### src/rtl/combo_lock_pkg.sv
package combo_lock_pkg;

    localparam int STAGES  = 3;
    localparam int STATE_W = STAGES + 1;

    typedef enum logic [STATE_W-1:0] {
        ST_ERR  = 4'b0000,
        ST_DIG1 = 4'b0001,
        ST_DIG2 = 4'b0010,
        ST_DIG3 = 4'b0100,
        ST_OPEN = 4'b1000
    } lock_state_t;

    typedef struct packed {
        lock_state_t state;
    } lock_regs_t;

endpackage

### src/rtl/digit_select.sv
module digit_select
    import combo_lock_pkg::*;
#(
    parameter int DIGIT_W = 4,
    parameter logic [STAGES*DIGIT_W-1:0] CODE_SEQ = {4'd2, 4'd4, 4'd3}
) (
    input  logic [STAGES-1:0]  sel,
    output logic [DIGIT_W-1:0] ref_digit
);

    logic [DIGIT_W-1:0] term [STAGES];

    for (genvar i = 0; i < STAGES; i++) begin : g_term
        assign term[i] = {DIGIT_W{sel[i]}} & CODE_SEQ[i*DIGIT_W +: DIGIT_W];
    end

    always_comb begin
        ref_digit = '0;
        for (int i = 0; i < STAGES; i++) begin
            ref_digit = ref_digit | term[i];
        end
    end

endmodule

### src/rtl/digit_match.sv
module digit_match #(
    parameter int DIGIT_W = 4
) (
    input  logic [DIGIT_W-1:0] entered,
    input  logic [DIGIT_W-1:0] expected,
    output logic               match
);

    assign match = (entered == expected);

endmodule

### src/rtl/lock_fsm.sv
module lock_fsm
    import combo_lock_pkg::*;
(
    input  logic              clk,
    input  logic              rst,
    input  logic              strobe,
    input  logic              match,
    output logic [STAGES-1:0] sel,
    output logic              door_open
);

    lock_regs_t regs_d, regs_q;
    logic       in_stage;

    assign in_stage = (regs_q.state == ST_DIG1) || (regs_q.state == ST_DIG2) ||
                      (regs_q.state == ST_DIG3);

    always_comb begin
        regs_d = regs_q;
        if (rst) begin
            regs_d.state = ST_DIG1;
        end else begin
            unique case (regs_q.state)
                ST_DIG1, ST_DIG2, ST_DIG3: begin
                    if (strobe) begin
                        regs_d.state = match ? lock_state_t'(regs_q.state << 1) : ST_ERR;
                    end
                end
                ST_OPEN: regs_d.state = ST_OPEN;
                default: regs_d.state = ST_ERR;
            endcase
        end
    end

    always_ff @(posedge clk) begin
        regs_q <= regs_d;
    end

    assign sel       = regs_q.state[STAGES-1:0];
    assign door_open = regs_q.state[STAGES];

    a_r1_reset_to_first: assert property (@(posedge clk)
        rst |=> (regs_q.state == ST_DIG1) && !door_open);

    a_r2_hold_without_strobe: assert property (@(posedge clk) disable iff (rst)
        (in_stage && !strobe) |=> $stable(regs_q.state));

    a_r3_advance_on_match: assert property (@(posedge clk) disable iff (rst)
        (in_stage && strobe && match) |=> regs_q.state == lock_state_t'($past(regs_q.state) << 1));

    a_r4_error_on_mismatch: assert property (@(posedge clk) disable iff (rst)
        (in_stage && strobe && !match) |=> regs_q.state == ST_ERR);

    a_r5_open_sticky: assert property (@(posedge clk) disable iff (rst)
        (regs_q.state == ST_OPEN) |=> door_open);

    a_r6_error_sticky: assert property (@(posedge clk) disable iff (rst)
        (regs_q.state == ST_ERR) |=> (regs_q.state == ST_ERR) && !door_open);

    a_r9_state_onehot: assert property (@(posedge clk) disable iff (rst)
        $onehot0(regs_q.state));

endmodule

### src/rtl/combo_lock.sv
module combo_lock
    import combo_lock_pkg::*;
#(
    parameter int DIGIT_W = 4,
    parameter logic [STAGES*DIGIT_W-1:0] CODE_SEQ = {4'd2, 4'd4, 4'd3}
) (
    input  logic               clk,
    input  logic               rst,
    input  logic               digit_strobe,
    input  logic [DIGIT_W-1:0] digit_in,
    output logic               door_open
);

    logic [STAGES-1:0]  sel;
    logic [DIGIT_W-1:0] ref_digit;
    logic               match;

    digit_select #(.DIGIT_W(DIGIT_W), .CODE_SEQ(CODE_SEQ)) u_select (
        .sel       (sel),
        .ref_digit (ref_digit)
    );

    digit_match #(.DIGIT_W(DIGIT_W)) u_match (
        .entered  (digit_in),
        .expected (ref_digit),
        .match    (match)
    );

    lock_fsm u_fsm (
        .clk       (clk),
        .rst       (rst),
        .strobe    (digit_strobe),
        .match     (match),
        .sel       (sel),
        .door_open (door_open)
    );

    for (genvar i = 0; i < STAGES; i++) begin : g_r7_chk
        a_r7_stage_digit: assert property (@(posedge clk) disable iff (rst)
            (sel == STAGES'(1 << i)) |-> (ref_digit == CODE_SEQ[i*DIGIT_W +: DIGIT_W]));
    end

endmodule

### config.mk
export PLATFORM = sky130hd
export DESIGN_NAME = combo_lock
export DESIGN_NICKNAME = d
export VERILOG_FILES = /design/src/rtl/combo_lock_pkg.sv /design/src/rtl/digit_select.sv /design/src/rtl/digit_match.sv /design/src/rtl/lock_fsm.sv /design/src/rtl/combo_lock.sv
export SDC_FILE = /design/constraint.sdc
export NUM_CORES = 1
export LEC_CHECK = 0
export BUFFER_PORTS_ARGS = -buffer_cell sky130_fd_sc_hd__buf_2
export CORE_AREA = 5 5 42 44
export CTS_BUF_LIST = sky130_fd_sc_hd__clkbuf_8
export DETAILED_ROUTE_END_ITERATION = 12
export DIE_AREA = 0 0 47 49
export HOLD_SLACK_MARGIN = 0.03
export PLACE_DENSITY_LB_ADDON = 0.05
export SYNTH_ARGS = -nofsm -noshare
export SYNTH_HDL_FRONTEND = slang
export SYNTH_HIERARCHICAL = 1
export SYNTH_SLANG_ARGS = --single-unit
### constraint.sdc
create_clock -name clk -period 2.1 [get_ports clk]
set_input_delay 0.21 -clock clk [delete_from_list [all_inputs] [get_ports clk]]
set_output_delay 0.21 -clock clk [all_outputs]
set_load 0.02 [all_outputs]
Yosys cells after proc, flatten, opt, wreduce, memory -nomap -nowiden:

Cells that the tools add are included.

* flip-flop bits (word level): 4
* input bits: 7
* output and inout bits: 1
* logic and storage cells: 13

* equality and inequality tests: 6
* multiplexer cells: 3
* bitwise operators: 2
* reduce and logical (&&, ||, !) cells: 1

Operator list (count)
* $mux W4: 2
* $pmux W4 S2: 1
* $eq A4 B1 Y1 const B: 1
* $eq A4 B2 Y1 const B: 1
* $eq A4 B3 Y1: 1
* $eq A4 B3 Y1 const B: 1
* $eq A4 B4 Y1 const B: 1
* $or A2 B3 Y3: 1
* $or A3 B2 Y3: 1
* $reduce_or A3 Y1: 1
* $ne A2 B2 Y1 const B: 1

Logic depth before layout (Yosys ltp):

Gate-level depths: netlist of run 1.

* depth in word-level cells: 6
* depth in mapped cells: 6
* depth with buffers taken out: 6

Modules after synthesis:

Netlist of run 1, hierarchy kept.

Modules (own cells, without submodules)
* lock_fsm: instances 1, cells an instance 20, area each 183.9 um2, seq. area each 80.1 um2
* digit_match: instances 1, cells an instance 5, area each 47.5 um2, seq. area each 0.0 um2
* digit_select: instances 1, cells an instance 5, area each 32.5 um2, seq. area each 0.0 um2

Worst setup path after synthesis of run 1:

OpenSTA, ideal clock, no wires.

* path type: register -> register
* start: register u_fsm.regs_q[2]
* end: register u_fsm.regs_q[3]
* setup time: 88 ps
* data arrival time: 1534 ps
* required time: 2012 ps
* path slack: 479 ps
* cell stages (with the launch flop): 7
* buffers on the path: 0
* period minus slack after synthesis: 1621 ps
* cell sequence: dfxtp_1 -> or2_1 -> xor2_1 -> nor4_2 -> nand3_1 -> mux2_2 -> nor4_2

* word-level cells in the longest chain between the ends: 5
* elaborated cells between the ends (all ways): 11
* those cells by class: eq/ne: 6; mux: 3; bitwise: 1; reduce/logical: 1

Ends and longest elaborated chain
* start, declared: RTL line lock_fsm.sv:12 `lock_regs_t regs_d, regs_q;`
* start signal, assigned: RTL line lock_fsm.sv:36 `regs_q <= regs_d;`
* $or A3 B2 Y3: RTL line digit_select.sv:20 `ref_digit = ref_digit | term[i];`
* net ref_digit[1]: RTL line combo_lock.sv:15 `logic [DIGIT_W-1:0] ref_digit;`
* $eq A4 B3 Y1: RTL line digit_match.sv:9 `assign match = (entered == expected);`
* net match: RTL line combo_lock.sv:16 `logic match;`
* $mux W4: RTL line lock_fsm.sv:26 `regs_d.state = match ? lock_state_t'(regs_q.state << 1) : ST_ERR;`
* $mux W4: RTL line lock_fsm.sv:25 `if (strobe) begin`
* $pmux W4 S2: RTL line lock_fsm.sv:23 `unique case (regs_q.state)`

The timed path passes the listed nets, and every way through them passes these cells. The select of a mux whose other input is x is not followed.
A chain may end at the register's enable or synchronous reset.

Final worst setup path of run 1:

* start: register u_fsm.regs_q[0]
* end: register u_fsm.regs_q[3]

* word-level cells in the longest chain between the ends: 6
* elaborated cells between the ends (all ways): 12
* those cells by class: eq/ne: 6; mux: 3; bitwise: 2; reduce/logical: 1

Ends and longest elaborated chain (RTL line)
* $or A2 B3 Y3: digit_select.sv:20
* $or A3 B2 Y3: digit_select.sv:20
* net ref_digit[1]: combo_lock.sv:15
* $eq A4 B3 Y1: digit_match.sv:9
* net match: combo_lock.sv:16
* $mux W4: lock_fsm.sv:26
* $mux W4: lock_fsm.sv:25
* $pmux W4 S2: lock_fsm.sv:23

The timed path passes the listed nets, and every way through them passes these cells. The select of a mux whose other input is x is not followed.

==> impl_metrics.env, run 1 <==
export IMPL_status="completed"
export IMPL_post_cts_buffers=0
export IMPL_cts_resized=0
export IMPL_synth_top_area_share=0.3033
export IMPL_worst_slack_ns=0.3005
export IMPL_layout_commonest_cell="buf_2"
export IMPL_synth_yosys_warnings=6
export IMPL_period_share=0.8569
export IMPL_syn_nets=37
export IMPL_cts_root_buf="clkbuf_8"
export IMPL_n_antenna_cell=0
export IMPL_port_buffer_count=7
export IMPL_finalSetupViolations=0
export IMPL_slowest_stage="nor4_2"
export IMPL_insertion_delay_ns=0.22
export IMPL_syn_inst=30
export IMPL_grt_pass1_vias=258
export IMPL_min_period_ns=1.800
export IMPL_rows=14
export IMPL_grt_setup_unrepaired="false"
export IMPL_power_leakage_nw=0.1397
export IMPL_required_ns=2.22
export IMPL_drive_gt1_frac=0.3947
export IMPL_fillers=174
export IMPL_hold_viol_final=0
export IMPL_rr_startpoint="u_fsm/regs_q[0]$_SDFFE_PP1P_"
export IMPL_crit_chain="or2_1, xor2_1, nor4_2, nand3_1, mux2_2, nor4_2"
export IMPL_dp_hpwl_um=458.1
export IMPL_vdd_ir_drop_max_v=0.0004056
export IMPL_mostFrequentLayoutCells="7 x buf_2, 5 x xor2_1, 4 x dfxtp_1"
export IMPL_critical_path_buf_inv_count=0
export IMPL_ys_types=15
export IMPL_syn_area_um2=264.0
export IMPL_crit_path_start_kind="flip-flop"
export IMPL_cts_sinks=4
export IMPL_reg_top3="u_fsm/regs_q: 4 flops"
export IMPL_crit_family="simple AND/OR/NAND/NOR gates"
export IMPL_ant_nets=0
export IMPL_cts_max_path_buffers=2
export IMPL_largest_reg_flops=4
export IMPL_drtIter0Drc=5
export IMPL_antenna_found_initial=0
export IMPL_dr_pass1_iters=4
export IMPL_clk_pin_slew_ns=0.03
export IMPL_clock_fmax_mhz=555.7
export IMPL_cp_common_cell="nor4_2"
export IMPL_tritoncts="done"
export IMPL_syn2layout_area_growth_pct=30.81
export IMPL_syn_area_per_cell_um2=8.800
export IMPL_vias=235
export IMPL_yosysSeqAreaShare=0.3033
export IMPL_coreArea_um2=1401
export IMPL_fp_dieH_um=49
export IMPL_place_gp_congestion=0.6654
export IMPL_endpoint_kind="flip-flop"
export IMPL_drc=0
export IMPL_dieArea_um2=2303
export IMPL_drt_wl_total_um=572
export IMPL_crit_path_max_fanout=7
export IMPL_fin_worst_skew_ns=0.002476
export IMPL_cts_buffers=3
export IMPL_yosys_top_cells_area="dfxtp_1 30%, xor2_1 17%, nor4_2 9.5%, buf_4 8.5%, nand3_1 5.7%"
export IMPL_layout_nets=47
export IMPL_overflow=0
export IMPL_fin_tns_setup_ns=0
export IMPL_grt_usage=0.06483
export IMPL_slowest_delay_ns=0.40
export IMPL_synth_largest_area_cell="dfxtp_1"
export IMPL_start_util=0.1884
export IMPL_grt_max_degree=8
export IMPL_ios=8
export IMPL_postCtsHoldBufs=0
export IMPL_htreeDepth=1
export IMPL_routedWlPerCell_um=10.59
export IMPL_hp_class="primary input to flip-flop"
export IMPL_crit_start="u_fsm/regs_q[0]$_SDFFE_PP1P_"
export IMPL_die_w_um=47
export IMPL_avgViaCountPerCell=4.352
export IMPL_slew_violations=0
export IMPL_ys_ff_latch=4
export IMPL_min_delay_start="rst"
export IMPL_powerDensity_nw_per_um2=762.1
export IMPL_cp_arrival_ns=1.92
export IMPL_regMostFlops="u_fsm/regs_q"
export IMPL_grt_pass1_wl_um=993
export IMPL_critPathKind="flip-flop to flip-flop"
export IMPL_maxCapViolations=0
export IMPL_dp_worst_setup_slack_ns=0.2801
report_power, final:
part,total [W],internal [W],switching (W),leakage (nW)
Clock,0.000159,0.000122,0.0000371,0.0216
Sequential,0.0000811,0.0000782,0.00000291,0.0326
Combinational,0.0000230,0.0000115,0.0000116,0.0856
kinds of logic (layout without fill, tap and decap cells):
family	count (synthesis)	count (layout)	share of synthesized area
AND/OR/NAND/NOR	11	11	0.2701
flip-flops	4	4	0.3033
XOR/XNOR	5	5	0.1659
other	1	1	0.01420
multiplexers	1	1	0.04265
AO/OA/AOI/OAI	5	5	0.1185
buffers and inverters	3	11	0.08530
synthesized netlist by cell type, drive strengths merged:
cell type  count
o211ai         1
nor2           3
or2            1
nand2b         1
nor4           2
dfxtp          4
o21ai          1
a31o           1
buf            3
a21oi          2
nand3          3
or2b           1
mux2           1
conb           1
xor2           5
worst reg2reg max path, stage by stage (launching register included):
cell and delay, ns:
dfxtp_1 0.35, or2_1 0.24, xor2_1 0.17, nor4_2 0.40, nand3_1 0.11, mux2_2 0.28, nor4_2 0.15
path summary, 6_finish.rpt:
path,end,slack [ns],depth (start not counted)
worst min-delay path,u_fsm/regs_q[3]$_SDFFE_PP0P_,0.20,2
worst min register to register,u_fsm/regs_q[3]$_SDFFE_PP0P_,0.56,1
worst max register to register,u_fsm/regs_q[3]$_SDFFE_PP0P_,0.30,6
worst max-delay path,u_fsm/regs_q[3]$_SDFFE_PP0P_,0.30,6
cell type report:
| class | count | area, um^2 | area share |
|---|---|---|---|
| well taps | 16 | 20.02 | 0.05797 |
| multi-input cells | 23 | 161.4 | 0.4674 |
| flip-flops and latches | 4 | 80.08 | 0.2319 |
| clock buffers | 3 | 41.29 | 0.1196 |
| repair buffers | 8 | 42.54 | 0.1232 |
stage by stage:
stage | utilization | power [W] | instances | area [um^2] | hold slack (ns)
2_1_floorplan | - | 0.00009825 | 30 | 264.0 | 0.2828
3_3_place_gp | 0.2170 | 0.0001053 | 51 | 304.0 | 0.4200
3_5_place_dp | 0.2170 | 0.0001055 | 51 | 304.0 | 0.4214
4_1_cts | 0.2464 | 0.0002688 | 54 | 345.3 | 0.1954
5_1_grt | 0.2464 | 0.0002788 | 54 | 345.3 | 0.2085
6_report | 0.2464 | 0.0002632 | 54 | 345.3 | 0.2016
layer usage:
metal  track usage  up-vias  part of all wire
met2       0.09050       11              0.48
met4       0.05530        0             0.028
met5             0        -                 0
met3       0.04797        2              0.11
met1       0.05947      105              0.38
li1              -      117                 -
Note: power is estimated with default switching activity, not from simulation.
==> inputs of run 2 (changes only) <==
--- a/config.mk
+++ b/config.mk
@@ -7,7 +7,7 @@
 export LEC_CHECK = 0
 export BUFFER_PORTS_ARGS = -buffer_cell sky130_fd_sc_hd__buf_2
 export CORE_AREA = 5 5 42 44
-export CTS_BUF_LIST = sky130_fd_sc_hd__clkbuf_8
+export CTS_BUF_LIST = sky130_fd_sc_hd__clkbuf_4 sky130_fd_sc_hd__clkbuf_8 sky130_fd_sc_hd__clkbuf_16
 export DETAILED_ROUTE_END_ITERATION = 12
 export DIE_AREA = 0 0 47 49
 export HOLD_SLACK_MARGIN = 0.03
==> impl_metrics.env, run 2 (synthesis gave the netlist of run 1 again) <==
export IMPL_multi_input_area_um2=161.4
export IMPL_powerDensity_nw_per_um2=607.0
export IMPL_critical_path_buf_inv_count=0
export IMPL_r2r_end="u_fsm/regs_q[3]$_SDFFE_PP0P_"
export IMPL_layout_commonest_cell="buf_2"
export IMPL_cts_sinks=4
export IMPL_start_util=0.1884
export IMPL_grt_use_met3=0.04797
export IMPL_crit_family="simple AND/OR/NAND/NOR gates"
export IMPL_required_ns=2.24
export IMPL_slew_violations=0
export IMPL_cp_common_cell="nor4_2"
export IMPL_drtIter0Drc=3
export IMPL_syn2layout_area_growth_pct=23.70
export IMPL_grt_pass1_vias=258
export IMPL_grtUsageMet1=0.05947
export IMPL_tritoncts="done"
export IMPL_min_period_ns=1.798
export IMPL_whs_endpoint="u_fsm/regs_q[3]$_SDFFE_PP0P_"
export IMPL_crit_path_max_fanout=7
export IMPL_layout_nets=47
export IMPL_seqCellArea_um2=80.08
export IMPL_met2_usage=0.08824
export IMPL_cts_resized=0
export IMPL_cp_depth=6
export IMPL_avgViaCountPerCell=4.370
export IMPL_post_cts_buffers=0
export IMPL_cts_max_path_buffers=2
export IMPL_largest_reg_flops=4
export IMPL_ff2ff_path_depth=6
export IMPL_grt_pass1_wl_um=986
export IMPL_place_inst=51
export IMPL_clk_pin_slew_ns=0.03
export IMPL_grt_max_degree=8
export IMPL_drive_gt1_frac=0.3947
export IMPL_crit_chain="or2_1, xor2_1, nor4_2, nand3_1, mux2_2, nor4_2"
export IMPL_n_antenna_cell=0
export IMPL_dp_hpwl_um=458.1
export IMPL_fin_worst_skew_ns=0.003605
export IMPL_ios=8
export IMPL_regMostFlops="u_fsm/regs_q"
export IMPL_fp_dieH_um=49
export IMPL_crit_path_start_kind="flip-flop"
export IMPL_slowest_stage="nor4_2"
export IMPL_vias=236
export IMPL_busiest_layer="met2"
export IMPL_postCtsHoldBufs=0
export IMPL_cts_buffers=3
export IMPL_cp_arrival_ns=1.93
export IMPL_overflow=0
export IMPL_slowest_delay_ns=0.39
export IMPL_mostFrequentLayoutCells="7 x buf_2, 5 x xor2_1, 4 x dfxtp_1"
export IMPL_hp_class="primary input to flip-flop"
export IMPL_rr_startpoint="u_fsm/regs_q[0]$_SDFFE_PP1P_"
export IMPL_antenna_found_initial=0
export IMPL_drc=0
export IMPL_power_leakage_nw=0.1319
export IMPL_regToRegSetupSlack_ns=0.30
export IMPL_fillers=175
export IMPL_period_share=0.8561
export IMPL_endpoint_kind="flip-flop"
export IMPL_grt_setup_unrepaired="false"
export IMPL_place_gp_congestion=0.6654
export IMPL_finalSetupViolations=0
export IMPL_dieArea_um2=2303
export IMPL_maxCapViolations=0
export IMPL_drt_wl_total_um=564
export IMPL_htreeDepth=1
export IMPL_vdd_ir_drop_max_v=0.0002655
export IMPL_port_buffer_count=7
export IMPL_whs_path_depth=2
export IMPL_die_w_um=47
export IMPL_rows=14
export IMPL_critPathKind="flip-flop to flip-flop"
export IMPL_routedWlPerCell_um=10.44
export IMPL_clock_fmax_mhz=556.2
export IMPL_fin_tns_setup_ns=0
export IMPL_coreArea_um2=1401
export IMPL_dr_pass1_iters=4
export IMPL_status="completed"
export IMPL_hold_viol_final=0
export IMPL_grt_usage=0.06413
export IMPL_cts_root_buf="clkbuf_4"
export IMPL_reg_top3="u_fsm/regs_q: 4 flops"
export IMPL_insertion_delay_ns=0.24
export IMPL_min_delay_start="rst"
export IMPL_stdcell_count=54
export IMPL_ant_nets=0
==> run 2: layout make-up <==
type                    count  share of cell area
flip-flops and latches      4              0.2452
multi-input cells          23              0.4943
repair buffers              8              0.1303
well taps                  16             0.06130
clock buffers               3             0.06897
==> run 2: metrics by stage <==
stage / setup slack (ns) / hold WS [ns] / util / total power [W] / area [um^2]
5_1_grt: 0.1675 / 0.1833 / 0.2330 / 0.0002120 / 326.6
4_1_cts: 0.2753 / 0.1713 / 0.2330 / 0.0002040 / 326.6
3_3_place_gp: 0.2975 / 0.4200 / 0.2170 / 0.0001053 / 304.0
6_report: 0.3022 / 0.1819 / 0.2330 / 0.0001982 / 326.6
2_1_floorplan: 0.4786 / 0.2828 / - / 0.00009825 / 264.0
3_5_place_dp: 0.2801 / 0.4214 / 0.2170 / 0.0001055 / 304.0
==> run 2: metal layers <==
layer  share of wire  vias up
li1                -      117
met1            0.38      105
met2            0.48       12
met3            0.12        2
met4           0.028        0
met5               0        -
==> run 2: worst reg2reg max path, delay by kind of cell (launching register included) <==
family | cells | cell delay (ns)
XOR/XNOR | 1 | 0.17
flip-flops | 1 | 0.36
multiplexers | 1 | 0.28
AND/OR/NAND/NOR | 4 | 0.89
==> run 2: how the worst max path moves through the flow <==
stage,startpoint,to,slack (ns)
floorplan,u_fsm/regs_q[2]$_SDFFE_PP0P_,u_fsm/regs_q[3]$_SDFFE_PP0P_,0.48
global placement,u_fsm/regs_q[0]$_SDFFE_PP1P_,u_fsm/regs_q[3]$_SDFFE_PP0P_,0.30
detailed placement,u_fsm/regs_q[0]$_SDFFE_PP1P_,u_fsm/regs_q[3]$_SDFFE_PP0P_,0.28
CTS,u_fsm/regs_q[0]$_SDFFE_PP1P_,u_fsm/regs_q[3]$_SDFFE_PP0P_,0.28
global route,u_fsm/regs_q[0]$_SDFFE_PP1P_,u_fsm/regs_q[3]$_SDFFE_PP0P_,0.17
finish,u_fsm/regs_q[0]$_SDFFE_PP1P_,u_fsm/regs_q[3]$_SDFFE_PP0P_,0.30
==> run 2: where the power goes <==
part | switching [W] | leakage (nW) | internal (W)
clock network | 0.0000304 | 0.0138 | 0.0000638
logic | 0.0000116 | 0.0856 | 0.0000115
registers | 0.00000290 | 0.0326 | 0.0000781
